<file path="config.mk">
export PLATFORM = sky130hd
export DESIGN_NAME = pulse_swallow_divider
export DESIGN_NICKNAME = d
export VERILOG_FILES = /design/src/rtl/divider_pkg.sv /design/src/rtl/dual_mod_datapath.sv /design/src/rtl/dual_mod_ctrl.sv /design/src/rtl/pulse_swallow_divider.sv
export SDC_FILE = /design/constraint.sdc
export NUM_CORES = 1
export LEC_CHECK = 0
export ABC_CLOCK_PERIOD_IN_PS = 2700
export BUFFER_PORTS_ARGS = -buffer_cell sky130_fd_sc_hd__buf_2
export CAP_MARGIN = 20
export CORE_ASPECT_RATIO = 0.5
export CORE_MARGIN = 8
export CORE_UTILIZATION = 50
export CTS_BUF_LIST = sky130_fd_sc_hd__clkbuf_8
export CTS_CLUSTER_SIZE = 10
export DETAILED_ROUTE_END_ITERATION = 16
export GPL_TIMING_DRIVEN = 0
export PLACE_DENSITY = 0.71
export REMOVE_ABC_BUFFERS = 1
export SYNTH_ARGS = -nofsm -noshare
export SYNTH_HDL_FRONTEND = slang
export SYNTH_HIERARCHICAL = 1
export SYNTH_SLANG_ARGS = --single-unit
export TNS_END_PERCENT = 5
</file>
<file path="constraint.sdc">
create_clock -name clk -period 2.7 [get_ports clk]
set_clock_uncertainty 0.05 [all_clocks]
set_input_delay 0 -clock clk [delete_from_list [all_inputs] [get_ports clk]]
set_output_delay 0 -clock clk [all_outputs]
set_load 0.01 [all_outputs]
</file>
<file path="src/rtl/divider_pkg.sv">
package divider_pkg;
  // Strobes from the sequencing control to the counting datapath.
  typedef struct packed {
    logic load;      // take new settings and restart the division cycle
    logic mStep;     // prescaler period finished, main counter advances
    logic aStep;     // swallow counter advances together with mStep
    logic terminal;  // last input cycle of the division cycle
  } divStrobes_t;
endpackage

</file>
<file path="src/rtl/dual_mod_datapath.sv">
module dual_mod_datapath
  import divider_pkg::*;
#(
  parameter int M_W    = 9,
  parameter int A_W    = 4,
  parameter int P_BASE = 10
) (
  input  logic           clk,
  input  logic           rstN,
  input  logic [M_W-1:0] mIn,
  input  logic [A_W-1:0] aIn,
  input  logic           bypassIn,
  input  divStrobes_t    strb,
  output logic           primed,
  output logic           mZero,
  output logic           preZero,
  output logic           aZero,
  output logic           cfgByp,
  output logic           errOut
);
  localparam int PRE_W = $clog2(P_BASE + 1);
  localparam int CMP_W = M_W + 1;
  localparam logic [PRE_W-1:0] PRE_LONG  = PRE_W'(P_BASE);
  localparam logic [PRE_W-1:0] PRE_SHORT = PRE_W'(P_BASE - 1);

  logic [M_W-1:0]   cfgM;
  logic [A_W-1:0]   cfgA;
  logic [M_W-1:0]   mCnt;
  logic [A_W-1:0]   aCnt;
  logic [PRE_W-1:0] preCnt;

  logic [CMP_W-1:0] mPlusOne;
  logic             aOver;
  logic [A_W-1:0]   aEff;
  logic [A_W-1:0]   aNext;

  // Limit the swallow value to the main-count length.
  always_comb begin
    mPlusOne = {1'b0, mIn} + CMP_W'(1);
    aOver    = CMP_W'(aIn) > mPlusOne;
    aEff     = aOver ? mPlusOne[A_W-1:0] : aIn;
    aNext    = strb.aStep ? aCnt - A_W'(1) : aCnt;
  end

  always_ff @(posedge clk or negedge rstN) begin
    if (!rstN) begin
      primed <= 1'b0;
      cfgM   <= '0;
      cfgA   <= '0;
      cfgByp <= 1'b0;
      errOut <= 1'b0;
      mCnt   <= '0;
      aCnt   <= '0;
      preCnt <= '0;
    end else if (strb.load) begin
      primed <= 1'b1;
      cfgM   <= mIn;
      cfgA   <= bypassIn ? '0 : aEff;
      cfgByp <= bypassIn;
      errOut <= !bypassIn && aOver;
      mCnt   <= mIn;
      aCnt   <= bypassIn ? '0 : aEff;
      if (bypassIn)        preCnt <= '0;
      else if (aEff != '0) preCnt <= PRE_LONG;
      else                 preCnt <= PRE_SHORT;
    end else if (strb.mStep) begin
      mCnt <= mCnt - M_W'(1);
      aCnt <= aNext;
      if (!cfgByp) preCnt <= (aNext != '0) ? PRE_LONG : PRE_SHORT;
    end else if (primed && !cfgByp) begin
      preCnt <= preCnt - PRE_W'(1);
    end
  end

  assign mZero   = (mCnt == '0);
  assign preZero = (preCnt == '0);
  assign aZero   = (aCnt == '0);

  // settings only change at a load strobe.
  p_cfg_hold_r4: assert property (@(posedge clk) disable iff (!rstN)
    !strb.load |=> ($stable(cfgM) && $stable(cfgA) && $stable(cfgByp)));

  // the swallow value in use never exceeds the main-count length.
  p_a_clamped_r3: assert property (@(posedge clk) disable iff (!rstN)
    CMP_W'(cfgA) <= ({1'b0, cfgM} + CMP_W'(1)));

  // the error flag is only ever raised in normal mode.
  p_err_normal_only_r3: assert property (@(posedge clk) disable iff (!rstN)
    errOut |-> !cfgByp);

  // in normal mode the main counter only moves at a prescaler wrap.
  p_m_on_wrap_r1: assert property (@(posedge clk) disable iff (!rstN)
    (primed && !strb.load && !cfgByp && !preZero) |=> (mCnt == $past(mCnt)));
endmodule

</file>
<file path="src/rtl/dual_mod_ctrl.sv">
module dual_mod_ctrl
  import divider_pkg::*;
(
  input  logic        clk,
  input  logic        rstN,
  input  logic        primed,
  input  logic        mZero,
  input  logic        preZero,
  input  logic        aZero,
  input  logic        cfgByp,
  output divStrobes_t strb
);
  logic periodEnd;

  always_comb begin
    // A prescaler period ends every cycle in bypass, else on the wrap.
    periodEnd     = primed && (cfgByp || preZero);
    strb.terminal = periodEnd && mZero;
    strb.load     = !primed || strb.terminal;
    strb.mStep    = periodEnd && !mZero;
    strb.aStep    = strb.mStep && !cfgByp && !aZero;
  end

  // a pulse never lasts two cycles unless the new setting divides by 1.
  p_single_pulse_r5: assert property (@(posedge clk) disable iff (!rstN)
    strb.terminal |=> (!strb.terminal || (cfgByp && mZero)));

  // the swallow counter only moves with the main counter.
  p_a_with_m_r1: assert property (@(posedge clk) disable iff (!rstN)
    strb.aStep |-> (strb.mStep && !strb.load));
endmodule

</file>
<file path="src/rtl/pulse_swallow_divider.sv">
module pulse_swallow_divider
  import divider_pkg::*;
#(
  parameter int M_W    = 9,
  parameter int A_W    = 4,
  parameter int P_BASE = 10
) (
  input  logic           clk,
  input  logic           rstN,
  input  logic [M_W-1:0] mIn,
  input  logic [A_W-1:0] aIn,
  input  logic           bypassIn,
  output logic           divPulse,
  output logic           aClampErr
);
  divStrobes_t strb;
  logic primed, mZero, preZero, aZero, cfgByp;

  dual_mod_ctrl u_ctrl (
    .clk(clk), .rstN(rstN), .primed(primed), .mZero(mZero),
    .preZero(preZero), .aZero(aZero), .cfgByp(cfgByp), .strb(strb)
  );

  dual_mod_datapath #(.M_W(M_W), .A_W(A_W), .P_BASE(P_BASE)) u_dp (
    .clk(clk), .rstN(rstN), .mIn(mIn), .aIn(aIn), .bypassIn(bypassIn),
    .strb(strb), .primed(primed), .mZero(mZero), .preZero(preZero),
    .aZero(aZero), .cfgByp(cfgByp), .errOut(aClampErr)
  );

  assign divPulse = strb.terminal;
endmodule

</file>
==> results of run 1 <==
==> critical path, stage by stage, from the launching register on <==
cell                       delay (ps)
sky130_fd_sc_hd__dfrtp_1          390
sky130_fd_sc_hd__inv_1             60
sky130_fd_sc_hd__ha_1             230
sky130_fd_sc_hd__nand3_2          100
sky130_fd_sc_hd__nor4_2            60
sky130_fd_sc_hd__nand2b_4         170
sky130_fd_sc_hd__nor2_4           150
sky130_fd_sc_hd__inv_2            110
sky130_fd_sc_hd__or4_4            450
sky130_fd_sc_hd__or3_4            350
sky130_fd_sc_hd__nor3_2           150
sky130_fd_sc_hd__xnor2_1          130
sky130_fd_sc_hd__o21ai_0           90
==> power breakdown <==
group	total (W)	internal [W]	leakage [nW]	switching (W)
Combinational	0.000624	0.000305	0.542	0.000319
Clock	0.000297	0.000198	0.0357	0.0000988
Sequential	0.000593	0.000435	0.235	0.000158
==> flip-flops by register name (all words and copies together), names as in the netlist <==
name and flops:
u_dp/aCnt 4, u_dp/cfgByp 1, u_dp/preCnt 4, u_dp/primed 1, u_dp/errOut 1, u_dp/mCnt 9
==> metal layers <==
metal,vias up,global-route usage,routed length [um]
li1,666,-,-
met1,612,0.158,1570
met2,22,0.267,1700
met3,2,0.0310,102
met4,0,0.0416,19
met5,-,0,0
==> cell usage in the layout (no fill, tap or decap), drive strengths merged, types with 2 or more instances in the layout <==
cell type,count
ha,9
o211ai,2
o21bai,2
mux2,3
o21ai,12
mux2i,5
nor4,4
xor2,8
clkbuf,3
dfrtp,20
nor4b,2
nor3b,3
or2,2
nand2,13
a21oi,8
nor3,6
nor2,15
or4,2
nand3,6
xnor2,6
o22ai,3
dlygate4sd3,9
buf,18
nand4,2
inv,16
==> Yosys cell counts, types with 2 or more instances <==
master                     count  area [um2]
sky130_fd_sc_hd__a21oi_1       8        40.0
sky130_fd_sc_hd__buf_6         2        22.5
sky130_fd_sc_hd__clkbuf_1      4        15.0
sky130_fd_sc_hd__dfrtp_1      20         500
sky130_fd_sc_hd__ha_1          9         113
sky130_fd_sc_hd__inv_1        16        60.1
sky130_fd_sc_hd__mux2_2        2        22.5
sky130_fd_sc_hd__mux2i_1       5        50.1
sky130_fd_sc_hd__nand2_1      13        48.8
sky130_fd_sc_hd__nand3_1       5        25.0
sky130_fd_sc_hd__nand4_1       2        12.5
sky130_fd_sc_hd__nor2_1       15        56.3
sky130_fd_sc_hd__nor3_1        6        30.0
sky130_fd_sc_hd__nor3b_1       3        22.5
sky130_fd_sc_hd__nor4_1        4        25.0
sky130_fd_sc_hd__o21ai_0      12        60.1
sky130_fd_sc_hd__o21bai_1      2        15.0
sky130_fd_sc_hd__o22ai_1       3        18.8
sky130_fd_sc_hd__or4_1         2        15.0
sky130_fd_sc_hd__xnor2_1       6        52.6
sky130_fd_sc_hd__xor2_1        8        70.1
==> worst min-delay path by stage <==
stage,slack (ps),cells past startpoint,end,startpoint
6_report,20,3,u_dp/mCnt[0],mIn[0]
5_1_grt,30,2,u_dp/mCnt[1],mIn[1]
4_1_cts,10,3,u_dp/mCnt[0],mIn[0]
3_5_place_dp,-80,1,u_dp/mCnt[4],rstN
3_3_place_gp,-80,1,u_dp/mCnt[5],rstN
2_1_floorplan,-350,0,u_dp/aCnt[0],rstN
==> logic make-up after synthesis <==
logic type                 synth area share
buffers and inverters                0.0638
and+or+nand+nor                       0.241
AOI/OAI and AO/OA                     0.156
xor gates and xnor gates             0.0802
muxes                                0.0573
adders and majority gates            0.0737
DFF                                   0.327
==> final cells by class <==
| type | instances | share of cell area |
|---|---|---|
| multi-input combinational | 131 | 0.535 |
| clock inverter | 1 | 0.0161 |
| sequential | 20 | 0.269 |
| clock buffer | 3 | 0.0222 |
| timing repair buffer | 27 | 0.0981 |
| inverter | 16 | 0.0322 |
| tap | 40 | 0.0269 |
==> what timing repair did <==
item,CTS,global route
hold buffers,9,0
gates resized for setup,11,5
setup buffers,1,0
pin swaps,3,1
endpoints found under the setup margin,11,9
endpoints found under the hold margin,28,0
==> through the flow <==
stage	setup slack [ps]	std cells	area [um2]
2_1_floorplan	-189	167	1490
3_3_place_gp	-799	224	1630
3_5_place_dp	-862	224	1630
4_1_cts	5.34	238	1840
5_1_grt	-49.2	238	1860
6_report	94.5	238	1860
==> results.md, run 1 <==
- The total power of the final layout is 0.00151 W.
- Setup repair after global routing could not meet its margin everywhere.
- In this run the worst path has a maximum fanout of 6.
- The multi-input combinational cell area is 997 um2.
- Across the whole layout, storage elements account for 502 um2.
- The clock insertion delay at the later pin of the skew report is 260 ps.
- The overall global routing resource usage is 0.140.
- Summed over all cells, the static leakage comes to 0.813 nW.
- Once detail routing completed, the nets flagged for antenna violations numbered 0.
- For this configuration, the core starts out at a cell density of 0.516.
- The required arrival time at the worst endpoint is 2780 ps.
- STA classifies the critical path startpoint as a register.
- The chip width is 94.2 um.
- The flow ran to the end, and the final reports show no timing, DRC or antenna violations.
- The path class of the lowest-slack min-delay path is primary input to register.
- The via count of the first global-routing pass is 1,313.
- After floorplanning, the core was sized to cover 2960 um2.
- The post-layout net count is 224.
- Setup violations remaining at the end of the flow were counted as 0.
- The number of antenna violations at the first check in global routing is 0.
- The clock tree from TritonCTS is yes.
- The total overflow left after global routing is 0.
- The worst register-to-register path begins at u_dp/mCnt[0].
- In this run, the number of DRC markers left after iteration 0 of detailed routing was 47.
- Counting every sink on the clock net gives 20.
- Setup total negative slack on the finished layout was measured at 0 ps.
- The worst setup path startpoint is u_dp/mCnt[0].
- In this run the tightest slew margin relative to its limit is 0.694.
- Pin placement for this block handled 18 I/O pins.
- The first detailed-routing pass ran for 4 iterations.
- Derived from the worst setup path, the maximum achievable clock frequency is 384 MHz.
- STA puts the critical path data arrival time at 2690 ps.
- The first global-routing pass estimated 5710 um of wire.
- Max-cap violations in this run came to 0.
- The number of different library cells used by synthesis comes to 47.
- The HPWL reported at the end of detailed placement is 2470 um.
- At the pin with the least slew margin, the transition time is 455 ps.
- The total routed wirelength is 3390 um.
- The cell count after synthesis is 173.
- The routed length per placed instance is 14.2 um.
- At the end of routability-driven placement, the weighted congestion stood at 0.752.
- Buffers placed on the I/O ports in this run total 17.
- The utilization after layout is 0.629.
- The minimum hold slack is 21.7 ps.
- The overall die area is 5190 um2.
- The initialized floorplan defines 14 standard-cell rows.
- The clock transition at the registers of the reported paths is 80 ps.
- For this design the ratio of total power to cell area is 812 nW/um2.
- The vias per cell is 5.47.
- The clock root buffer is sky130_fd_sc_hd__clkbuf_8.
- The final period demand of the worst path is 2610 ps.
- The flop and latch count out of synthesis is 20.
- The largest net degree at the start of global routing is 31.
- The count of flip-flops with a built-in enable after synthesis is 0.
- VDD sags by at most 0.483 mV.
- The async set-reset flop share out of synthesis is 1.00.
- Among all flip-flop cells after synthesis, the most frequent one is sky130_fd_sc_hd__dfrtp_1.
- The number of cells on the worst reg-to-reg path is 12.
- The slack of the worst reg-to-reg path is 90 ps.
- In this run the number of H-tree levels came out at 1.
- The final-report max-slew violation count is 0.
- For this run, the register share of the synthesized area comes to 0.327.
- The maximum buffer depth of the clock tree is 2.
- The die height is 55.1 um.
- The layout overhead on the synthesized area is 21.8%.
- The endpoint kind of the worst setup timing path is a register.
- The setup path with the least slack is of type register to register.
- Summing every instance area after synthesis gives 1530 um2.
- For this run, design rule violations remaining after detail routing come to 0.
- The endpoint identified for the worst register-to-register timing path is u_dp/mCnt[7].
- The detailed router placed 1,302 vias in this run.
- The antenna diode count is 0.
- Fill cells in the final layout number 245.
- The count of synthesis-stage warnings from yosys is 6.
- The final-report hold violation count came to 0.
- The number of clock buffers added by TritonCTS is 3.
- The per-instance average area after synthesis is 8.84 um2.
- The destination of the critical timing path is u_dp/mCnt[7].
- Of the cells placed in the final design, the portion with a size suffix greater than 1 is 0.227.
- Dividing the final minimum period by the clock period gives 0.965.
Power figures use the tool's default switching activity.
==> inputs of run 2 (changes only) <==
Settings changed: CORE_UTILIZATION 50 to 35, PLACE_DENSITY 0.71 to 0.53, SETUP_SLACK_MARGIN set to 0.4.
==> run 2 against run 1 <==
Worst setup slack gained 140 ps. Routed wire length is 0.24% higher. Sequential cell count unchanged. Global-route usage shrank 3.3 points. Sequential share of layout area down 1.1 points. Cell count grew 8.8%. Total power increased by 4.2%. Critical path type unchanged. Critical endpoint unchanged. Largest cell class unchanged. Highest routed layer unchanged.
==> results.md, run 2 (synthesis gave the netlist of run 1 again) <==
- The combinational power share came to 0.427 (was 0.412).
- The number of antenna violations at the first check in global routing is 0 (unchanged).
- The vias per cell was 5.02 (was 5.47).
- The area of the core is 4300 um2 (was 2960 um2).
- The relative contribution of sequential cells to total power came to 0.382 (was 0.392).
- The required arrival time at the worst endpoint came to 2790 ps (was 2780 ps).
- The most flop-heavy register is u_dp/mCnt (unchanged).
- The clock sink total came to 20 (unchanged).
- The most frequent standard cell in the layout excluding fill and tap cells was sky130_fd_sc_hd__dfrtp_1 (unchanged).
- The number of flip-flops in the largest register is 9 (unchanged).
- The relative slew slack is 0.699 (was 0.694).
- The clock tree from TritonCTS is yes (unchanged).
- The achievable clock frequency is 406 MHz (was 384 MHz).
- The layout overhead on the synthesized area is 26.8% (was 21.8%).
- The maximum fanout encountered on the critical timing path was 4 (was 6).
- The switching portion of total power is 0.379 (was 0.380).
- Commonest cells after routing, fill and taps aside: sky130_fd_sc_hd__dfrtp_1, sky130_fd_sc_hd__buf_2, sky130_fd_sc_hd__inv_1, sky130_fd_sc_hd__nor2_1, sky130_fd_sc_hd__nand2_1 (was sky130_fd_sc_hd__dfrtp_1, sky130_fd_sc_hd__buf_2, sky130_fd_sc_hd__inv_1).
- Run status: completed (unchanged).
- The category of the most critical setup path is register to register (unchanged).
- The starting density of the core is 0.356 (was 0.516).
- The static leakage is 0.837 nW (was 0.813 nW).
- The power density over cell area is 813 nW/um2 (was 812 nW/um2).
- The ratio of cells with drive above 1 in the final layout was 0.262 (was 0.227).
- The filler cell count in the final layout is 429 (was 245).
- The largest net degree at the start of global routing was 31 (unchanged).
- The path class of the lowest-slack min-delay path is primary input to register (unchanged).
- The via count is 1,299 (was 1,302).
- The total routed wirelength is 3400 um (was 3390 um).
- Regs by FF count: u_dp/mCnt x9, u_dp/aCnt x4, u_dp/preCnt x4 (unchanged).
- The number of iterations in the first detailed-routing pass is 4 (unchanged).
- The cell depth of the worst hold path is 3 (unchanged).
- The endpoint kind of the worst setup timing path is a register (unchanged).
- The H-tree depth is 1 (unchanged).
- The data arrival time of the worst path is 2560 ps (was 2690 ps).
- The clock buffer count from CTS is 3 (unchanged).
- The cell with the largest stage delay on the worst path is sky130_fd_sc_hd__or4_4 (unchanged).
- The largest voltage drop on the vdd net is 0.304 mV (was 0.483 mV).
- The count of final setup violators was 0 (unchanged).
- The clock transition at the registers of the reported paths was 80 ps (about the same).
- The clock root buffer is sky130_fd_sc_hd__clkbuf_8 (unchanged).
- The I/O pin count is 18 (unchanged).
- The slew at the pin closest to its max-slew limit was 452 ps (was 455 ps).
- The utilization after layout is 0.451 (was 0.629).
- The routed length per placed instance is 13.1 um (was 14.2 um).
- Cell chain of the critical path: inv_2 -> ha_1 -> nor3b_4 -> nor2_2 -> nor2_4 -> inv_4 -> or4_4 -> or3_4 -> nor3_4 -> xnor2_1 -> o21ai_1 (was inv_1 -> ha_1 -> nand3_2 -> nor4_2 -> nand2b_4 -> nor2_4 -> inv_2 -> or4_4 -> or3_4 -> nor3_2 -> xnor2_1 -> o21ai_0).
- The number of buffer cells added on primary ports was 17 (unchanged).
- The proportion of power drawn by the clock network came to 0.190 (was 0.196).
- The residual DRC count was 0 (unchanged).
- The cell type group with the largest total delay on the critical path is simple AND/OR/NAND/NOR gates (unchanged).
- The minimum hold slack was 13.7 ps (was 21.7 ps).
- The maximum buffer depth of the clock tree is 2 (unchanged).
- The slack of the worst reg-to-reg path is 230 ps (was 90 ps).
- The remaining antenna violation count after routing was 0 (unchanged).
- The buffering stage count on the worst path with inverters included is 2 (unchanged).
- The category of the worst setup path launch point is a register (unchanged).
- The reported max-cap violation count is 0 (unchanged).
- The chip width came to 109 um (was 94.2 um).
- The clock insertion delay at the later pin of the skew report is 260 ps (about the same).
- The global-route wire length before repair is 6080 um (was 5710 um).
- The final period demand of the worst path is 2470 ps (was 2610 ps).
- The period utilization was 0.913 (was 0.965).
- The net switching component of the power is 0.000597 W (was 0.000576 W).
- The post-layout net count is 228 (was 224).
- The overall die area came to 6870 um2 (was 5190 um2).
- The delay of the slowest cell on the worst path is 430 ps (was 450 ps).
- The first-iteration detailed-routing DRC count is 37 (was 47).
- The final-report max-slew violation count is 0 (unchanged).
- The antenna diode count is 0 (unchanged).
- The path length in cells of the critical path came to 11 (was 12).
- The number of cell instances on the worst register-to-register path was 11 (was 12).
- The via count of the first global-routing pass is 1,334 (was 1,313).
- The final-report hold violation count is 0 (unchanged).
- The cell-internal power was 0.000980 W (was 0.000938 W).
- The number of placement rows is 17 (was 14).
- RSZ-0062 raised after global routing: true (unchanged).
- The HPWL reported at the end of detailed placement is 2490 um (was 2470 um).
- The total overflow reported by the global router is 0 (unchanged).
- The die height is 62.7 um (was 55.1 um).
- The overall global routing resource usage came to 0.106 (was 0.140).
- The routability congestion estimate is 0.741 (was 0.752).
==> run 2: worst paths after layout <==
kind	endpoint	start
setup / recovery	u_dp/mCnt[7]	u_dp/preCnt[0]
hold / removal	u_dp/mCnt[3]	mIn[3]
setup reg to reg	u_dp/mCnt[7]	u_dp/preCnt[0]
hold reg to reg	u_dp/errOut	u_dp/errOut
max in group asynchronous	u_dp/aCnt[1]	rstN
min in group asynchronous	u_dp/mCnt[5]	rstN
==> run 2: cell type report <==
| class | instances | area [um2] | area share |
|---|---|---|---|
| Multi-Input combinational cell | 131 | 1020 | 0.528 |
| Sequential cell | 20 | 500 | 0.258 |
| Timing Repair Buffer | 31 | 210 | 0.108 |
| Tap cell | 57 | 71.3 | 0.0368 |
| Inverter | 16 | 62.6 | 0.0323 |
| Clock buffer | 3 | 41.3 | 0.0213 |
| Clock inverter | 1 | 30.0 | 0.0155 |
==> run 2: timing repair <==
item | 4_1_cts | 5_1_grt
hold buffers | 8 | 0
pin swaps | 2 | 4
resized for setup | 20 | 4
hold endpoints to repair | 27 | 0
setup buffers | 3 | 3
endpoints found under the setup margin | 20 | 10
==> run 2: per-layer routing <==
metal,wire [um],share of wire,global-route usage
met1,1710,0.50,0.138
met2,1600,0.47,0.175
met3,66,0.019,0.0257
met4,19,0.0056,0.0200
met5,0,0,0
==> run 2: metrics by stage <==
step | setup slack (ps) | instances | power (W) | instance area, um2 | setup TNS [ps]
global route | 81.3 | 259 | 0.00173 | 1940 | 0
global placement | -879 | 241 | 0.00112 | 1650 | -3870
floorplan | -189 | 167 | 0.000991 | 1490 | -196
finish | 234 | 259 | 0.00158 | 1940 | 0
CTS | 223 | 256 | 0.00155 | 1910 | 0
detailed placement | -864 | 241 | 0.00114 | 1650 | -3560
==> run 2: worst register-to-register path, stage by stage, from the launching register on <==
cell                      delay, ps
sky130_fd_sc_hd__dfrtp_1        420
sky130_fd_sc_hd__inv_2           70
sky130_fd_sc_hd__ha_1           140
sky130_fd_sc_hd__nor3b_4        230
sky130_fd_sc_hd__nor2_2          70
sky130_fd_sc_hd__nor2_4         160
sky130_fd_sc_hd__inv_4           60
sky130_fd_sc_hd__or4_4          430
sky130_fd_sc_hd__or3_4          400
sky130_fd_sc_hd__nor3_4         120
sky130_fd_sc_hd__xnor2_1        130
sky130_fd_sc_hd__o21ai_1         70
==> run 2: power by group through the flow <==
| stage | combinational [W] | clock [W] | sequential [W] |
|---|---|---|---|
| 3_3_place_gp | 0.000546 | 0 | 0.000574 |
| 5_1_grt | 0.000777 | 0.000327 | 0.000629 |
| 6_report | 0.000674 | 0.000300 | 0.000603 |
| 3_5_place_dp | 0.000565 | 0 | 0.000578 |
| 4_1_cts | 0.000651 | 0.000310 | 0.000591 |
| 2_1_floorplan | 0.000447 | 0 | 0.000545 |
==> inputs of run 3 (changes only) <==
Settings changed: ABC_AREA set to 0, MAX_ROUTING_LAYER set to met4.
==> run 3 against run 2 <==
Clock power barely moved. Design area unchanged. Utilization unchanged. First-iteration DRC count rose by 19%. Die area unchanged. Non-clock buffer count is the same. Critical path type unchanged.
==> results.md, run 3 (synthesis gave the netlist of run 1 again) <==
- The number of antenna violations at the first check in global routing is 0 (unchanged).
- Commonest cells after routing, fill and taps aside: sky130_fd_sc_hd__dfrtp_1, sky130_fd_sc_hd__buf_2, sky130_fd_sc_hd__inv_1, sky130_fd_sc_hd__nor2_1, sky130_fd_sc_hd__nand2_1 (unchanged).
- The vias per cell is 5.00 (was 5.02).
- The clock insertion delay at the later pin of the skew report is 260 ps (about the same).
- The maximum buffer depth of the clock tree is 2 (unchanged).
- The residual DRC count is 0 (unchanged).
- The remaining antenna violation count after routing was 0 (unchanged).
- The period utilization is 0.913 (about the same).
- The overall global routing resource usage is 0.109 (was 0.106).
- The chip width is 109 um (unchanged).
- The reported max-cap violation count is 0 (unchanged).
- The via count of the first global-routing pass was 1,338 (was 1,334).
- The clock tree from TritonCTS is yes (unchanged).
- RSZ-0062 raised after global routing: true (unchanged).
- The count of non-filler cells in the finished layout is 259 (unchanged).
- The uppermost layer routed is met4 (unchanged).
- The most frequent standard cell in the layout excluding fill and tap cells was sky130_fd_sc_hd__dfrtp_1 (unchanged).
- The required arrival time at the worst endpoint is 2790 ps (about the same).
- The post-layout net count is 228 (unchanged).
- The number of flip-flops in the largest register is 9 (unchanged).
- The final period demand of the worst path is 2470 ps (about the same).
- The number of buffer cells added on primary ports is 17 (unchanged).
- The endpoint kind of the worst setup timing path is a register (unchanged).
- The count of final setup violators was 0 (unchanged).
- The overall die area is 6870 um2 (unchanged).
- The first-iteration detailed-routing DRC count came to 44 (was 37).
- The power density over cell area is 813 nW/um2 (about the same).
- The clock buffer count from CTS came to 3 (unchanged).
- The ratio of cells with drive above 1 in the final layout was 0.262 (unchanged).
- The clock transition at the registers of the reported paths is 80 ps (about the same).
- The achievable clock frequency is 406 MHz (about the same).
- The area after detailed placement was 1650 um2 (unchanged).
- The largest net degree at the start of global routing is 31 (unchanged).
- The category of the worst setup path launch point is a register (unchanged).
- The number of placement rows is 17 (unchanged).
- The filler cell count in the final layout came to 429 (unchanged).
- Run status: completed (unchanged).
- The final-report max-slew violation count is 0 (unchanged).
- The routed length on met1 is 1720 um (was 1710 um).
- The die height is 62.7 um (unchanged).
- The starting density of the core is 0.356 (unchanged).
- The global-route wire length before repair is 6070 um (was 6080 um).
- The cell area after layout is 1940 um2 (unchanged).
- Regs by FF count: u_dp/mCnt x9, u_dp/aCnt x4, u_dp/preCnt x4 (unchanged).
- The H-tree depth is 1 (unchanged).
- The maximum fanout encountered on the critical timing path came to 4 (unchanged).
- The HPWL reported at the end of detailed placement is 2490 um (unchanged).
- The number of iterations in the first detailed-routing pass is 4 (unchanged).
- The layout overhead on the synthesized area is 26.8% (unchanged).
- The routability congestion estimate is 0.750 (was 0.741).
- The most flop-heavy register is u_dp/mCnt (unchanged).
- The total routed wirelength is 3390 um (was 3400 um).
- The static leakage was 0.837 nW (unchanged).
- The routed length per placed instance is 13.1 um (about the same).
- The cell with the largest stage delay on the worst path is sky130_fd_sc_hd__or4_4 (unchanged).
- The delay of the slowest cell on the worst path is 430 ps (about the same).
- Cell chain of the critical path: inv_2 -> ha_1 -> nor3b_4 -> nor2_2 -> nor2_4 -> inv_4 -> or4_4 -> or3_4 -> nor3_4 -> xnor2_1 -> o21ai_1 (unchanged).
- The category of the most critical setup path is register to register (unchanged).
- The relative slew slack is 0.701 (was 0.699).
- The path class of the lowest-slack min-delay path is primary input to register (unchanged).
- The I/O pin count was 18 (unchanged).
- The area of the core came to 4300 um2 (unchanged).
- The largest voltage drop on the vdd net is 0.304 mV (about the same).
- The final-report hold violation count is 0 (unchanged).
- The total overflow reported by the global router came to 0 (unchanged).
- The amount of wire on met3 after detailed routing is 58 um (was 66 um).
- The data arrival time of the worst path is 2560 ps (about the same).
- The cell count after placement is 241 (unchanged).
- The clock root buffer was sky130_fd_sc_hd__clkbuf_8 (unchanged).
- The antenna diode count is 0 (unchanged).
- The slew at the pin closest to its max-slew limit is 449 ps (was 452 ps).
- The via count is 1,296 (was 1,299).
- The wire length on met2 came to 1580 um (was 1600 um).
- The clock sink total is 20 (unchanged).
-- run 3: cell counts in the layout (fill, tap and decap cells not counted) --
No cell type changed its count.
-- run 3: routing by layer --
layer | track usage | vias up
li1 | - | 671
met1 | 0.139 | 612
met2 | 0.175 | 11
met3 | 0.0247 | 2
met4 | 0.0200 | 0
met5 | - | -
-- run 3: worst max-delay path, delay by kind of cell (launching register included) --
family	cells	cell delay, ps
buffers and inverters	2	130
flip-flops	1	420
AO/OA/AOI/OAI	1	70
adder cells (fa/ha/maj)	1	140
AND/OR/NAND/NOR	6	1410
XOR/XNOR	1	130
-- run 3: per-stage QoR --
step	setup slack (ps)	hold slack [ps]	power, W	TNS (ps)	util
after floorplan	-189	-346	0.000991	-196	-
final	234	13.4	0.00158	0	0.451
after global routing	81.3	24.0	0.00173	0	0.451
after detailed placement	-864	-76.1	0.00114	-3560	0.384
after global placement	-879	-74.4	0.00112	-3870	0.384
after CTS	223	5.90	0.00155	0	0.444
-- run 3: path summary, 6_finish.rpt --
check	from	to	slack [ps]	cells after the start
worst max-delay path	u_dp/preCnt[0]	u_dp/mCnt[7]	230	11
worst min-delay path	mIn[3]	u_dp/mCnt[3]	10	3
worst max register to register	u_dp/preCnt[0]	u_dp/mCnt[7]	230	11
worst min register to register	u_dp/errOut	u_dp/errOut	480	2
max in group asynchronous	rstN	u_dp/aCnt[1]	2120	2
min in group asynchronous	rstN	u_dp/mCnt[5]	170	2
-- run 3: timing repair --
item,4_1_cts,5_1_grt
resized for setup,20,4
hold endpoints to repair,27,0
endpoints found under the setup margin,20,10
hold buffers,8,0
buffers inserted,3,3
pin swaps,2,4
-- run 3: cell type report --
| class | instances | area (um2) | share of cell area |
|---|---|---|---|
| repair buffers | 31 | 210 | 0.108 |
| multi-input cells | 131 | 1020 | 0.528 |
| clock buffers | 3 | 41.3 | 0.0213 |
| well taps | 57 | 71.3 | 0.0368 |
| flip-flops and latches | 20 | 500 | 0.258 |
| clock inverters | 1 | 30.0 | 0.0155 |
| inverters | 16 | 62.6 | 0.0323 |
-- run 3: power by group --
group	switching (W)	total (W)	internal (W)
Sequential	0.000170	0.000603	0.000433
Clock	0.000102	0.000300	0.000198
Combinational	0.000324	0.000673	0.000349
